File: config.mk
export PLATFORM = sky130hd
export DESIGN_NAME = synth_i2c_slave
export DESIGN_NICKNAME = d
export VERILOG_FILES = /design/src/rtl/synth_i2c_pkg.sv /design/src/rtl/i2c_line_sync.sv /design/src/rtl/synth_i2c_link.sv /design/src/rtl/synth_reg_bank.sv /design/src/rtl/synth_i2c_slave.sv
export SDC_FILE = /design/constraint.sdc
export NUM_CORES = 1
export LEC_CHECK = 0
export CAP_MARGIN = 25
export CORE_MARGIN = 5
export CORE_UTILIZATION = 63
export CTS_CLUSTER_SIZE = 20
export DETAILED_ROUTE_END_ITERATION = 7
export DONT_BUFFER_PORTS = 1
export PLACE_DENSITY = 0.79
export SYNTH_ARGS = -nofsm -noshare
export SYNTH_HDL_FRONTEND = slang
export SYNTH_SLANG_ARGS = --single-unit
File: constraint.sdc
create_clock -name clk -period 2.2 [get_ports clk]
set_input_delay 0.22 -clock clk [delete_from_list [all_inputs] [get_ports clk]]
set_output_delay 0.22 -clock clk [all_outputs]
set_load 0.02 [all_outputs]
File: src/rtl/synth_i2c_pkg.sv
package synth_i2c_pkg;
    localparam int BYTE_W = 8;
    localparam int CNT_W  = 4;

    typedef enum logic [2:0] {
        ST_IDLE, ST_ADDR, ST_AACK, ST_WDATA, ST_WACK, ST_RDATA, ST_RACK
    } link_st_e;

    typedef enum logic [1:0] {
        PH_ANY, PH_FREQ_LO, PH_CTRL_LO
    } pair_ph_e;

    typedef struct packed {
        link_st_e          st;
        logic [CNT_W-1:0]  cnt;
        logic [BYTE_W-1:0] sr;
        logic              rw;
        logic              oe;
        logic              mack;
        logic              stb;
        logic [BYTE_W-1:0] sbyte;
        logic              clr;
    } link_t;
endpackage

File: src/rtl/i2c_line_sync.sv
module i2c_line_sync #(
    parameter int STAGES = 2
) (
    input  logic clk,
    input  logic rst_n,
    input  logic scl_i,
    input  logic sda_i,
    output logic sda_o,
    output logic scl_rise_o,
    output logic scl_fall_o,
    output logic start_o,
    output logic stop_o
);
    localparam int LAST = STAGES;

    logic [LAST:0] scl_sh_q;
    logic [LAST:0] sda_sh_q;

    always_ff @(posedge clk or negedge rst_n) begin
        if (!rst_n) begin
            scl_sh_q <= '1;
            sda_sh_q <= '1;
        end else begin
            scl_sh_q <= {scl_sh_q[LAST-1:0], scl_i};
            sda_sh_q <= {sda_sh_q[LAST-1:0], sda_i};
        end
    end

    logic scl_now, scl_old, sda_now, sda_old;
    assign scl_now = scl_sh_q[LAST-1];
    assign scl_old = scl_sh_q[LAST];
    assign sda_now = sda_sh_q[LAST-1];
    assign sda_old = sda_sh_q[LAST];

    assign sda_o      = sda_now;
    assign scl_rise_o = scl_now & ~scl_old;
    assign scl_fall_o = ~scl_now & scl_old;
    assign start_o    = scl_now & scl_old & sda_old & ~sda_now;
    assign stop_o     = scl_now & scl_old & ~sda_old & sda_now;
endmodule

File: src/rtl/synth_i2c_link.sv
module synth_i2c_link
    import synth_i2c_pkg::*;
#(
    parameter logic [4:0] ADDR_BASE = 5'b11000
) (
    input  logic              clk,
    input  logic              rst_n,
    input  logic              sda,
    input  logic              scl_rise,
    input  logic              scl_fall,
    input  logic              start_evt,
    input  logic              stop_evt,
    input  logic [1:0]        sel_i,
    input  logic [BYTE_W-1:0] status_i,
    output logic              oe_o,
    output logic              stb_o,
    output logic [BYTE_W-1:0] byte_o,
    output logic              clr_o
);
    localparam logic [CNT_W-1:0] LAST_BIT = CNT_W'(BYTE_W - 1);
    localparam logic [CNT_W-1:0] FULL     = CNT_W'(BYTE_W);

    link_t cur_q, cur_d;

    always_comb begin
        cur_d     = cur_q;
        cur_d.stb = 1'b0;
        cur_d.clr = 1'b0;
        if (start_evt) begin
            cur_d.st  = ST_ADDR;
            cur_d.cnt = '0;
            cur_d.oe  = 1'b0;
        end else if (stop_evt) begin
            cur_d.st = ST_IDLE;
            cur_d.oe = 1'b0;
        end else begin
            unique case (cur_q.st)
                ST_ADDR, ST_WDATA: begin
                    if (scl_rise && cur_q.cnt < FULL) begin
                        cur_d.sr  = {cur_q.sr[BYTE_W-2:0], sda};
                        cur_d.cnt = cur_q.cnt + 1'b1;
                        if (cur_q.st == ST_WDATA && cur_q.cnt == LAST_BIT) begin
                            cur_d.stb   = 1'b1;
                            cur_d.sbyte = {cur_q.sr[BYTE_W-2:0], sda};
                        end
                    end
                    if (scl_fall && cur_q.cnt == FULL) begin
                        if (cur_q.st == ST_WDATA) begin
                            cur_d.st = ST_WACK;
                            cur_d.oe = 1'b1;
                        end else if (cur_q.sr[BYTE_W-1:1] == {ADDR_BASE, sel_i}) begin
                            cur_d.st  = ST_AACK;
                            cur_d.rw  = cur_q.sr[0];
                            cur_d.oe  = 1'b1;
                            cur_d.clr = ~cur_q.sr[0];
                        end else begin
                            cur_d.st = ST_IDLE;
                        end
                    end
                end
                ST_AACK, ST_WACK: begin
                    if (scl_fall) begin
                        cur_d.cnt = '0;
                        if (cur_q.st == ST_AACK && cur_q.rw) begin
                            cur_d.st = ST_RDATA;
                            cur_d.sr = status_i;
                            cur_d.oe = ~status_i[BYTE_W-1];
                        end else begin
                            cur_d.st = ST_WDATA;
                            cur_d.oe = 1'b0;
                        end
                    end
                end
                ST_RDATA: begin
                    if (scl_rise && cur_q.cnt < FULL) begin
                        cur_d.cnt = cur_q.cnt + 1'b1;
                    end
                    if (scl_fall) begin
                        if (cur_q.cnt == FULL) begin
                            cur_d.st = ST_RACK;
                            cur_d.oe = 1'b0;
                        end else begin
                            cur_d.sr = {cur_q.sr[BYTE_W-2:0], 1'b0};
                            cur_d.oe = ~cur_q.sr[BYTE_W-2];
                        end
                    end
                end
                ST_RACK: begin
                    if (scl_rise) begin
                        cur_d.mack = ~sda;
                    end
                    if (scl_fall) begin
                        if (cur_q.mack) begin
                            cur_d.st  = ST_RDATA;
                            cur_d.cnt = '0;
                            cur_d.sr  = status_i;
                            cur_d.oe  = ~status_i[BYTE_W-1];
                        end else begin
                            cur_d.st = ST_IDLE;
                        end
                    end
                end
                default: ;
            endcase
        end
    end

    always_ff @(posedge clk or negedge rst_n) begin
        if (!rst_n) begin
            cur_q <= '{st: ST_IDLE, default: '0};
        end else begin
            cur_q <= cur_d;
        end
    end

    assign oe_o   = cur_q.oe;
    assign stb_o  = cur_q.stb;
    assign byte_o = cur_q.sbyte;
    assign clr_o  = cur_q.clr;
endmodule

File: src/rtl/synth_reg_bank.sv
module synth_reg_bank
    import synth_i2c_pkg::*;
#(
    parameter int DIV_W = 15
) (
    input  logic              clk,
    input  logic              rst_n,
    input  logic              stb_i,
    input  logic [BYTE_W-1:0] byte_i,
    input  logic              clr_i,
    output logic [DIV_W-1:0]  div_o,
    output logic [BYTE_W-1:0] ctrl_o,
    output logic [BYTE_W-1:0] port_o
);
    localparam int HI_W = DIV_W - BYTE_W;

    typedef struct packed {
        pair_ph_e          ph;
        logic [HI_W-1:0]   hi;
        logic [DIV_W-1:0]  div;
        logic [BYTE_W-1:0] ctrl;
        logic [BYTE_W-1:0] port;
    } bank_t;

    bank_t bank_q, bank_d;

    always_comb begin
        bank_d = bank_q;
        if (clr_i) begin
            bank_d.ph = PH_ANY;
        end else if (stb_i) begin
            unique case (bank_q.ph)
                PH_FREQ_LO: begin
                    bank_d.div = {bank_q.hi, byte_i};
                    bank_d.ph  = PH_ANY;
                end
                PH_CTRL_LO: begin
                    bank_d.port = byte_i;
                    bank_d.ph   = PH_ANY;
                end
                default: begin
                    if (byte_i[BYTE_W-1]) begin
                        bank_d.ctrl = byte_i;
                        bank_d.ph   = PH_CTRL_LO;
                    end else begin
                        bank_d.hi = byte_i[HI_W-1:0];
                        bank_d.ph = PH_FREQ_LO;
                    end
                end
            endcase
        end
    end

    always_ff @(posedge clk or negedge rst_n) begin
        if (!rst_n) begin
            bank_q <= '{ph: PH_ANY, default: '0};
        end else begin
            bank_q <= bank_d;
        end
    end

    assign div_o  = bank_q.div;
    assign ctrl_o = bank_q.ctrl;
    assign port_o = bank_q.port;
endmodule

File: src/rtl/synth_i2c_slave.sv
module synth_i2c_slave
    import synth_i2c_pkg::*;
#(
    parameter int         DIV_W     = 15,
    parameter int         SYNC_LEN  = 2,
    parameter logic [4:0] ADDR_BASE = 5'b11000,
    parameter int         PUMP_BIT  = 2,
    parameter int         OFF_BIT   = 4
) (
    input  logic              clk,
    input  logic              rst_n,
    input  logic              scl_i,
    input  logic              sda_i,
    output logic              sda_oe_o,
    input  logic [1:0]        addr_sel_i,
    input  logic [BYTE_W-1:0] status_i,
    output logic [DIV_W-1:0]  div_ratio_o,
    output logic [BYTE_W-1:0] ctrl_o,
    output logic [BYTE_W-1:0] port_o,
    output logic              pump_high_o,
    output logic              pump_off_o
);
    logic sda_s, scl_rise, scl_fall, start_evt, stop_evt;
    logic byte_stb, pair_clr;
    logic [BYTE_W-1:0] rx_byte;

    i2c_line_sync #(.STAGES(SYNC_LEN)) u_sync (
        .clk(clk), .rst_n(rst_n), .scl_i(scl_i), .sda_i(sda_i),
        .sda_o(sda_s), .scl_rise_o(scl_rise), .scl_fall_o(scl_fall),
        .start_o(start_evt), .stop_o(stop_evt)
    );

    synth_i2c_link #(.ADDR_BASE(ADDR_BASE)) u_link (
        .clk(clk), .rst_n(rst_n), .sda(sda_s), .scl_rise(scl_rise),
        .scl_fall(scl_fall), .start_evt(start_evt), .stop_evt(stop_evt),
        .sel_i(addr_sel_i), .status_i(status_i), .oe_o(sda_oe_o),
        .stb_o(byte_stb), .byte_o(rx_byte), .clr_o(pair_clr)
    );

    synth_reg_bank #(.DIV_W(DIV_W)) u_bank (
        .clk(clk), .rst_n(rst_n), .stb_i(byte_stb), .byte_i(rx_byte),
        .clr_i(pair_clr), .div_o(div_ratio_o), .ctrl_o(ctrl_o), .port_o(port_o)
    );

    assign pump_high_o = ctrl_o[PUMP_BIT];
    assign pump_off_o  = ctrl_o[OFF_BIT];
endmodule

==> impl_metrics.toml, run 1 <==
[run_status]
status = "finished, final reports clean"

[cells_and_area]
finalNetCount = 299
fin_cells = 358
fillers = 391
area_delta_synth_final_pct = 4.869
drive_gt1_share_pct = 37.41
diodes = 0

[timing]
finalCriticalPeriod_ps = 2000
finClkSkew_ps = 9.017
final_max_slew_viol_count = 0
setup_viol = 0
fin_crit_sh_pct = 90.92
finalHoldViolCount = 0
max_freq_mhz = 499.9
rsz0062_at_grt = "no"
timing.final.ws_setup_ps = 199.7
worst_pin_slew_ps = 537.4
fin_setup_tns_ps = 0
slew_headroom_pct = 64.07

[place]
dp_hpwl_um = 4485
dp.cells = 337
pre_cts_slack_ps = 142.5
io_buffers = 0
gp_congestion = 0.9918

[drt]
drc_errors = 0
wire_per_inst_um = 18.08
drt_pass1_iterations = 4
drt_iter0_drc = 330
wl_um = 6474
route.vias.total = 2132
avgViaCountPerCell = 5.955
antenna_left = 0

[global_route]
grt_use_total_pct = 19.56
grt_pass1_wl_um = 10940
overflow = 0
grt_start_max_net_pins = 75
grt_pass1_vias = 2183
antenna_found_initial = 0

[setup_path]
required_ps = 2430
arrival_ps = 2230
startpoint_type = "flop"
cp_max_fo = 4
end_kind = "flop"
critPathKind = "reg -> reg"

[synthesis]
synth.most_common_cell = "dfrtp_1"
synth.ff_latch_count = 74
synth_warnings = 0
synth_top_family_by_area = "multiplexers"
synth_edf_count = 0
avgSynthCellArea_sq_um = 12.23
synth_top_area_share_pct = 47.64
yosys.area.top_type = "dfrtp_1"
synth_area_sq_mm = 0.003572
muxShareOfSynthArea_pct = 19.51
synth_cell_types = 48
synth_common_cells = "dfrtp_1, mux2_2, buf_4"
yosys.area_share.adder_pct = 1.401
yosys.area_share.simple_pct = 11.10
seq_area_frac_synth_pct = 52.05
netlist_instances = 292
synthFlopType = "dfrtp_1"
async_reset_ff_share_pct = 100.0
synth_area_leaders = "dfrtp_1, mux2_2, buf_4"
synth_fp_nets = 310
synth_xor_area_share_pct = 0.7356
synth_compound_area_share_pct = 6.620

[floorplanning]
rows = 27
io_pins = 48
die_h_um = 85.30
die_w_um = 85.30
start_util_pct = 64.87
dieArea_sq_mm = 0.007276
coreArea_sq_mm = 0.005507

[clock_tree]
clkLatencyLatePin_ps = 350
clkTransAtPathRegs_ps = 80
clk_path_buf_depth = 2
cts_sinks = 74
cts_buffers = 9
htreeDepth = 3
cts_tree = "done"
root_buffer = "clkbuf_8"

[job]
drv_cap = 0

[power_and_ir_drop]
power_density_mw_per_mm2 = 828.9
ir_worst_vdd_uv = 748.5
intPower_mw = 2.262
clock_power_share_pct = 33.1
swShare_pct = 27.14
p_sw_mw = 0.8429
combPwrFrac_pct = 14.7
seqPwrFrac_pct = 52.2
power_leakage_nw = 1.782

[worst_hold_path]
hold_class = "in -> reg"
worst paths after layout:
path / startpoint / endpoint / slack (ps) / cells after the start
hold reg to reg: u_sync.scl_sh_q[0] / u_sync.scl_sh_q[1] / 360 / 0
max in group asynchronous: rst_n / u_sync.scl_sh_q[2] / 1470 / 2
hold / removal: status_i[1] / u_link.cur_q[14] / 140 / 3
min in group asynchronous: rst_n / u_link.cur_q[22] / 420 / 2
setup reg to reg: u_link.cur_q[18] / u_link.cur_q[12] / 200 / 5
setup / recovery: u_link.cur_q[18] / u_link.cur_q[12] / 200 / 5
power groups by stage:
stage	registers [mW]	clock network, mW	logic [mW]
5_1_grt	1.65	1.11	0.516
2_1_floorplan	1.61	0	0.332
6_report	1.62	1.03	0.457
3_5_place_dp	1.65	0	0.415
4_1_cts	1.62	1.05	0.457
3_3_place_gp	1.64	0	0.404
final cells by class:
type	instances	area (sq um)	area share, %
inverters	10	37.54	1.002
clock inverters	6	65.06	1.737
well taps	72	90.09	2.405
clock buffers	10	127.6	3.407
flip-flops and latches	74	1859	49.63
multi-input cells	169	1411	37.68
repair buffers	17	155.1	4.142
per-stage QoR:
| step | hold WS [ps] | power (mW) | area, sq um | util, % |
|---|---|---|---|---|
| 2_1_floorplan | -75.59 | 1.944 | 3572 | - |
| 4_1_cts | 124.3 | 3.128 | 3734 | 67.80 |
| 6_report | 143.3 | 3.105 | 3746 | 68.03 |
| 3_3_place_gp | -73.60 | 2.043 | 3483 | 63.26 |
| 3_5_place_dp | -73.78 | 2.063 | 3483 | 63.26 |
| 5_1_grt | 148.6 | 3.272 | 3746 | 68.03 |
per-layer routing:
layer	vias up	wire, um	GRT usage [%]	share of wire, %
met2	73	3037	30.01	47
met3	12	529	6.990	8.2
met1	1065	2766	25.08	43
met5	-	0	0	0
met4	0	140	8.345	2.2
li1	982	-	-	-
critical path, cell delays in order, from the launching register on:
cell and delay (ps):
dfrtp_1 410, nor4b_2 290, nand4_1 200, or3_4 450, nor3_2 190, mux2_2 350
repair_timing:
action | in CTS | in global routing
setup endpoints to repair | 0 | 1
setup buffers | 0 | 1
gates resized for setup | 0 | 1
hold buffers | 4 | 0
hold endpoints to repair | 76 | 0
logic make-up after synthesis:
group,count (synthesis)
fa+ha+maj,4
compound gates,32
simple gates,68
xor+xnor,3
buf+inv,49
mux,62
flops,74
flip-flops by register name (all words and copies together), names as in the netlist:
register / cells
u_link.byte_o: 8
u_sync.scl_sh_q: 3
u_link.stb_o: 1
u_link.clr_o: 1
u_bank.port_o: 8
u_bank.div_o: 15
u_sync.sda_sh_q: 3
u_bank.bank_q: 9
u_link.oe_o: 1
u_link.cur_q: 17
u_bank.ctrl_o: 8
cell usage in the layout (no fill, tap or decap), types with 9 or more instances in the layout:
| master | n |
|---|---|
| o21ai_0 | 9 |
| nor2_1 | 11 |
| inv_1 | 10 |
| clkbuf_8 | 9 |
| mux2_2 | 61 |
| buf_4 | 13 |
| dfrtp_1 | 68 |
| nand2_1 | 13 |
No activity file was read; power rests on OpenSTA's default activity.
==> run 2: changes to the inputs <==
- CORE_UTILIZATION: 63 -> 50
- PLACE_DENSITY: 0.79 -> default
==> impl_metrics.toml, run 2 (synthesis gave the netlist of run 1 again) <==
[timing]
timing.final.ws_setup_ps = 130.6
max_freq_mhz = 483.2
rsz0062_at_grt = "no"
finalHoldViolCount = 0
slew_headroom_pct = 56.71
finClkSkew_ps = 6.022
fin_crit_sh_pct = 94.06
finalCriticalPeriod_ps = 2069
setup_viol = 0
worst_pin_slew_ps = 647.8
fin_setup_tns_ps = 0
final_max_slew_viol_count = 0

[floorplanning]
start_util_pct = 52.00
die_h_um = 94.53
dieArea_sq_mm = 0.008935
coreArea_sq_mm = 0.006869
io_pins = 48
rows = 30
die_w_um = 94.53

[setup_path]
crit_chain = "nor4b_2 -> nand4_1 -> or3_4 -> nor3_1 -> mux2_2"
critPathKind = "reg -> reg"
cpPeakStageDelay_ps = 450
cp_max_fo = 4
required_ps = 2420
end_kind = "flop"
cpMaxStageDelayCell = "or3_4"
arrival_ps = 2290
startpoint_type = "flop"

[global_route]
antenna_found_initial = 0
grt_start_max_net_pins = 75
overflow = 0
grt_pass1_vias = 2100
grt_use_total_pct = 17.16
grt_pass1_wl_um = 11670

[power_and_ir_drop]
power_leakage_nw = 1.783
combPwrFrac_pct = 14.3
seqPwrFrac_pct = 52.6
intPower_mw = 2.283
ir_worst_vdd_uv = 493.7
p_sw_mw = 0.8280
clock_power_share_pct = 33.1
fin_total_pwr_mw = 3.111
power_density_mw_per_mm2 = 823.6
swShare_pct = 26.62

[clock_tree]
cts_setup_buffers = 0
clkLatencyLatePin_ps = 340
clk_path_buf_depth = 2
root_buffer = "clkbuf_8"
cts_resized = 0
cts_buffers = 9
clkTransAtPathRegs_ps = 70
cts_sinks = 74
cts_tree = "done"
htreeDepth = 3

[drt]
drt_iter0_drc = 127
route.vias.total = 2143
wire_per_inst_um = 18.44
drc_errors = 0
drt_pass1_iterations = 4
avgViaCountPerCell = 5.639
antenna_left = 0
wl_um = 7007

[cells_and_area]
largest_reg_flops = 17
diodes = 0
area_delta_synth_final_pct = 5.744
final_cell_mix = "dfrtp_1, mux2_2, nand2_1, nor2_1, buf_4"
largest_register = "u_link.cur_q"
layout_commonest_cell = "dfrtp_1"
drive_gt1_share_pct = 36.62
finalNetCount = 298
fin_cells = 380

[place]
dp.cells = 361
io_buffers = 0
dp_hpwl_um = 4899
pre_cts_slack_ps = 132.6
gp_congestion = 0.9330

[run_status]
status = "finished, final reports clean"

[worst_hold_path]
hold_class = "in -> reg"

[job]
drv_cap = 0
-- run 2: final cells by class --
cell class / count / area, sq um
fillers: 564 / 3092
flip-flops and latches: 74 / 1859
multi-input cells: 169 / 1406
repair buffers: 16 / 160.2
clock buffers: 11 / 141.4
well taps: 96 / 120.1
clock inverters: 4 / 52.55
inverters: 10 / 37.54
-- run 2: path summary, 6_finish.rpt --
kind	start	to	slack [ps]	cells past startpoint
worst max-delay path	u_link.cur_q[18]	u_link.cur_q[12]	130	5
worst min-delay path	status_i[0]	u_link.cur_q[13]	150	2
worst max register to register	u_link.cur_q[18]	u_link.cur_q[12]	130	5
worst min register to register	u_sync.sda_sh_q[0]	u_sync.sda_sh_q[1]	360	0
max in group asynchronous	rst_n	u_link.cur_q[23]	1480	2
min in group asynchronous	rst_n	u_link.cur_q[27]	390	2
-- run 2: timing repair --
item,CTS,global route
hold buffers,4,0
hold endpoints to repair,76,0
setup endpoints to repair,0,1
-- run 2: critical path, delay by kind of cell (launching register included) --
kind / cells / cell delay, ps
flops: 1 / 410
simple gates: 4 / 1180
mux: 1 / 350
-- run 2: metal layers --
layer / wire length [um] / share of wire [%] / GRT usage (%) / up-vias
met5: 0 / 0 / 0 / -
met4: 167 / 2.4 / 7.813 / 0
met3: 624 / 8.9 / 5.896 / 14
met2: 2957 / 42 / 23.29 / 81
met1: 3257 / 46 / 24.54 / 1063
li1: - / - / - / 985
-- run 2: power by group through the flow --
stage          logic, mW  registers (mW)  clock network [mW]
2_1_floorplan      0.332            1.61                   0
3_3_place_gp       0.405            1.66                   0
3_5_place_dp       0.408            1.66                   0
4_1_cts            0.450            1.64                1.07
5_1_grt            0.499            1.66                1.12
6_report           0.444            1.64                1.03
-- run 2: stage by stage --
stage	instance area (sq um)	hold slack, ps	utilization, %
floorplan	3572	-75.59	-
global placement	3526	-73.69	51.33
detailed placement	3526	-73.51	51.33
CTS	3777	141.2	54.99
global route	3777	138.1	54.99
finish	3777	149.1	54.99
==> run 3: changes to the inputs <==
- CELL_PAD_IN_SITES_DETAIL_PLACEMENT: default -> 1
- CELL_PAD_IN_SITES_GLOBAL_PLACEMENT: default -> 2
- CORE_MARGIN: 5 -> 4
- CORE_UTILIZATION: 50 -> 42
- PLACE_DENSITY_LB_ADDON: default -> 0.1
==> impl_metrics.toml, run 3 (synthesis gave the netlist of run 1 again) <==
[setup_path]
cpMaxStageDelayCell = "or3_4"
arrival_ps = 2290
startpoint_type = "flop"
critPathKind = "reg -> reg"
critical_path.top_delay_family = "simple AND/OR/NAND/NOR gates"
end_kind = "flop"
crit_buf_inv = 0
ff2ff_setup_slack_ps = 140
required_ps = 2430
reg2reg_from = "u_link.cur_q[18]"
cp_max_fo = 4
crit_chain = "nor4b_2 -> nand4_1 -> or3_4 -> nor3_1 -> mux2_2"
rr_worst_depth = 5
cpPeakStageDelay_ps = 450
reg2reg_to = "u_link.cur_q[12]"

[timing]
fin_crit_sh_pct = 93.52
max_freq_mhz = 486.0
setup_viol = 0
worst_pin_slew_ps = 570.0
rsz0062_at_grt = "no"
final_max_slew_viol_count = 0
fin_setup_tns_ps = 0
finClkSkew_ps = 8.083
finalHoldViolCount = 0
slew_headroom_pct = 61.89
finalCriticalPeriod_ps = 2057

[clock_tree]
root_buffer = "clkbuf_8"
cts_sinks = 74
cts_buffers = 9
cts_tree = "done"
cts_setup_buffers = 0
clk_path_buf_depth = 2
clkTransAtPathRegs_ps = 80
htreeDepth = 3
clkLatencyLatePin_ps = 340

[global_route]
grt_start_max_net_pins = 75
antenna_found_initial = 0
grt_pass1_vias = 2282
grt_pass1_wl_um = 12490
grt_use_total_pct = 16.06
overflow = 0

[power_and_ir_drop]
power_density_mw_per_mm2 = 852.7
power_leakage_nw = 1.805
fin_total_pwr_mw = 3.264
ir_worst_vdd_uv = 371.6

[cells_and_area]
drive_gt1_share_pct = 37.41
fillers = 864
multi_input_area_sq_mm = 0.001406
layout_commonest_cell = "dfrtp_1"
largest_reg_flops = 17
final_util_pct = 46.35
area_delta_synth_final_pct = 7.145
final_cell_mix = "dfrtp_1, mux2_2, nand2_1, buf_4, nor2_1"
final-seq-area_sq_mm = 0.001859
finalNetCount = 299
diodes = 0
largest_register = "u_link.cur_q"

[floorplanning]
die_w_um = 100.2
dieArea_sq_mm = 0.01005
rows = 33
coreArea_sq_mm = 0.008258
io_pins = 48
start_util_pct = 43.26
die_h_um = 100.2

[drt]
drt_pass1_iterations = 4
avgViaCountPerCell = 5.366
drt_iter0_drc = 51
drc_errors = 0
route.vias.total = 2098
antenna_left = 0
wl_um = 7477
wire_per_inst_um = 19.12

[job]
drv_cap = 0

[worst_hold_path]
hold-path-endpoint = "u_link.cur_q[14]"
min_from = "status_i[1]"
hold_class = "in -> reg"
hold_path_depth = 3

[run_status]
status = "finished, final reports clean"

[place]
io_buffers = 0
gp_congestion = 0.8143
dp_hpwl_um = 5210
## run 3: changes by cell type in the layout (fill, tap and decap cells not counted), sizes merged
cell | before | now
bufinv | 1 | 2
clkinv | 3 | 2
clkbuf | 11 | 10
buf | 13 | 14
inv | 10 | 12
## run 3: layer usage
layer / vias to the layer above / wire length [um] / global-route usage (%)
li1: 986 / - / -
met1: 1060 / 3586 / 22.17
met4: 0 / 70 / 4.352
met2: 46 / 3385 / 24.52
met3: 6 / 435 / 4.934
met5: - / 0 / 0
## run 3: layout make-up
type | count | share of cell area (%)
sequential | 74 | 48.58
multi-input combinational | 169 | 36.74
timing repair buffer | 17 | 4.381
clock buffer | 10 | 3.596
tap | 105 | 3.432
clock inverter | 6 | 2.288
inverter | 10 | 0.9807
## run 3: metrics by stage
| step | cell area (sq um) | worst slack, ps | cells | hold slack [ps] |
|---|---|---|---|---|
| after global routing | 3827 | 37.29 | 391 | 147.4 |
| final | 3827 | 142.5 | 391 | 139.7 |
| after detailed placement | 3545 | 133.0 | 371 | -72.91 |
| after CTS | 3827 | 114.7 | 391 | 124.5 |
| after global placement | 3545 | 194.1 | 371 | -72.10 |
| after floorplan | 3572 | 324.1 | 292 | -75.59 |
## run 3: report_power, final
part	leakage (nW)	internal [mW]	switching (mW)
sequential	0.986	1.49	0.146
clock	0.117	0.674	0.518
combinational	0.702	0.239	0.199
total	1.80	2.40	0.862
## run 3: how the worst max path moves through the flow
stage | endpoint | cells after the start | slack [ps] | from
final | u_link.cur_q[12] | 5 | 140 | u_link.cur_q[18]
after global routing | u_link.cur_q[12] | 5 | 40 | u_link.cur_q[18]
after CTS | u_link.cur_q[12] | 5 | 110 | u_link.cur_q[18]
after detailed placement | u_link.cur_q[12] | 5 | 130 | u_link.cur_q[18]
after global placement | u_link.cur_q[18] | 5 | 190 | u_sync.scl_sh_q[2]
after floorplan | u_link.cur_q[12] | 5 | 320 | u_link.cur_q[18]
## run 3: worst min-delay path: stages
cell     delay (ps)
nand2_1          30
o21ai_0          60
mux2_2          140
## run 3: timing repair
action	CTS	global route
hold buffers	4	0
resized for setup	0	0
hold endpoints to repair	76	0
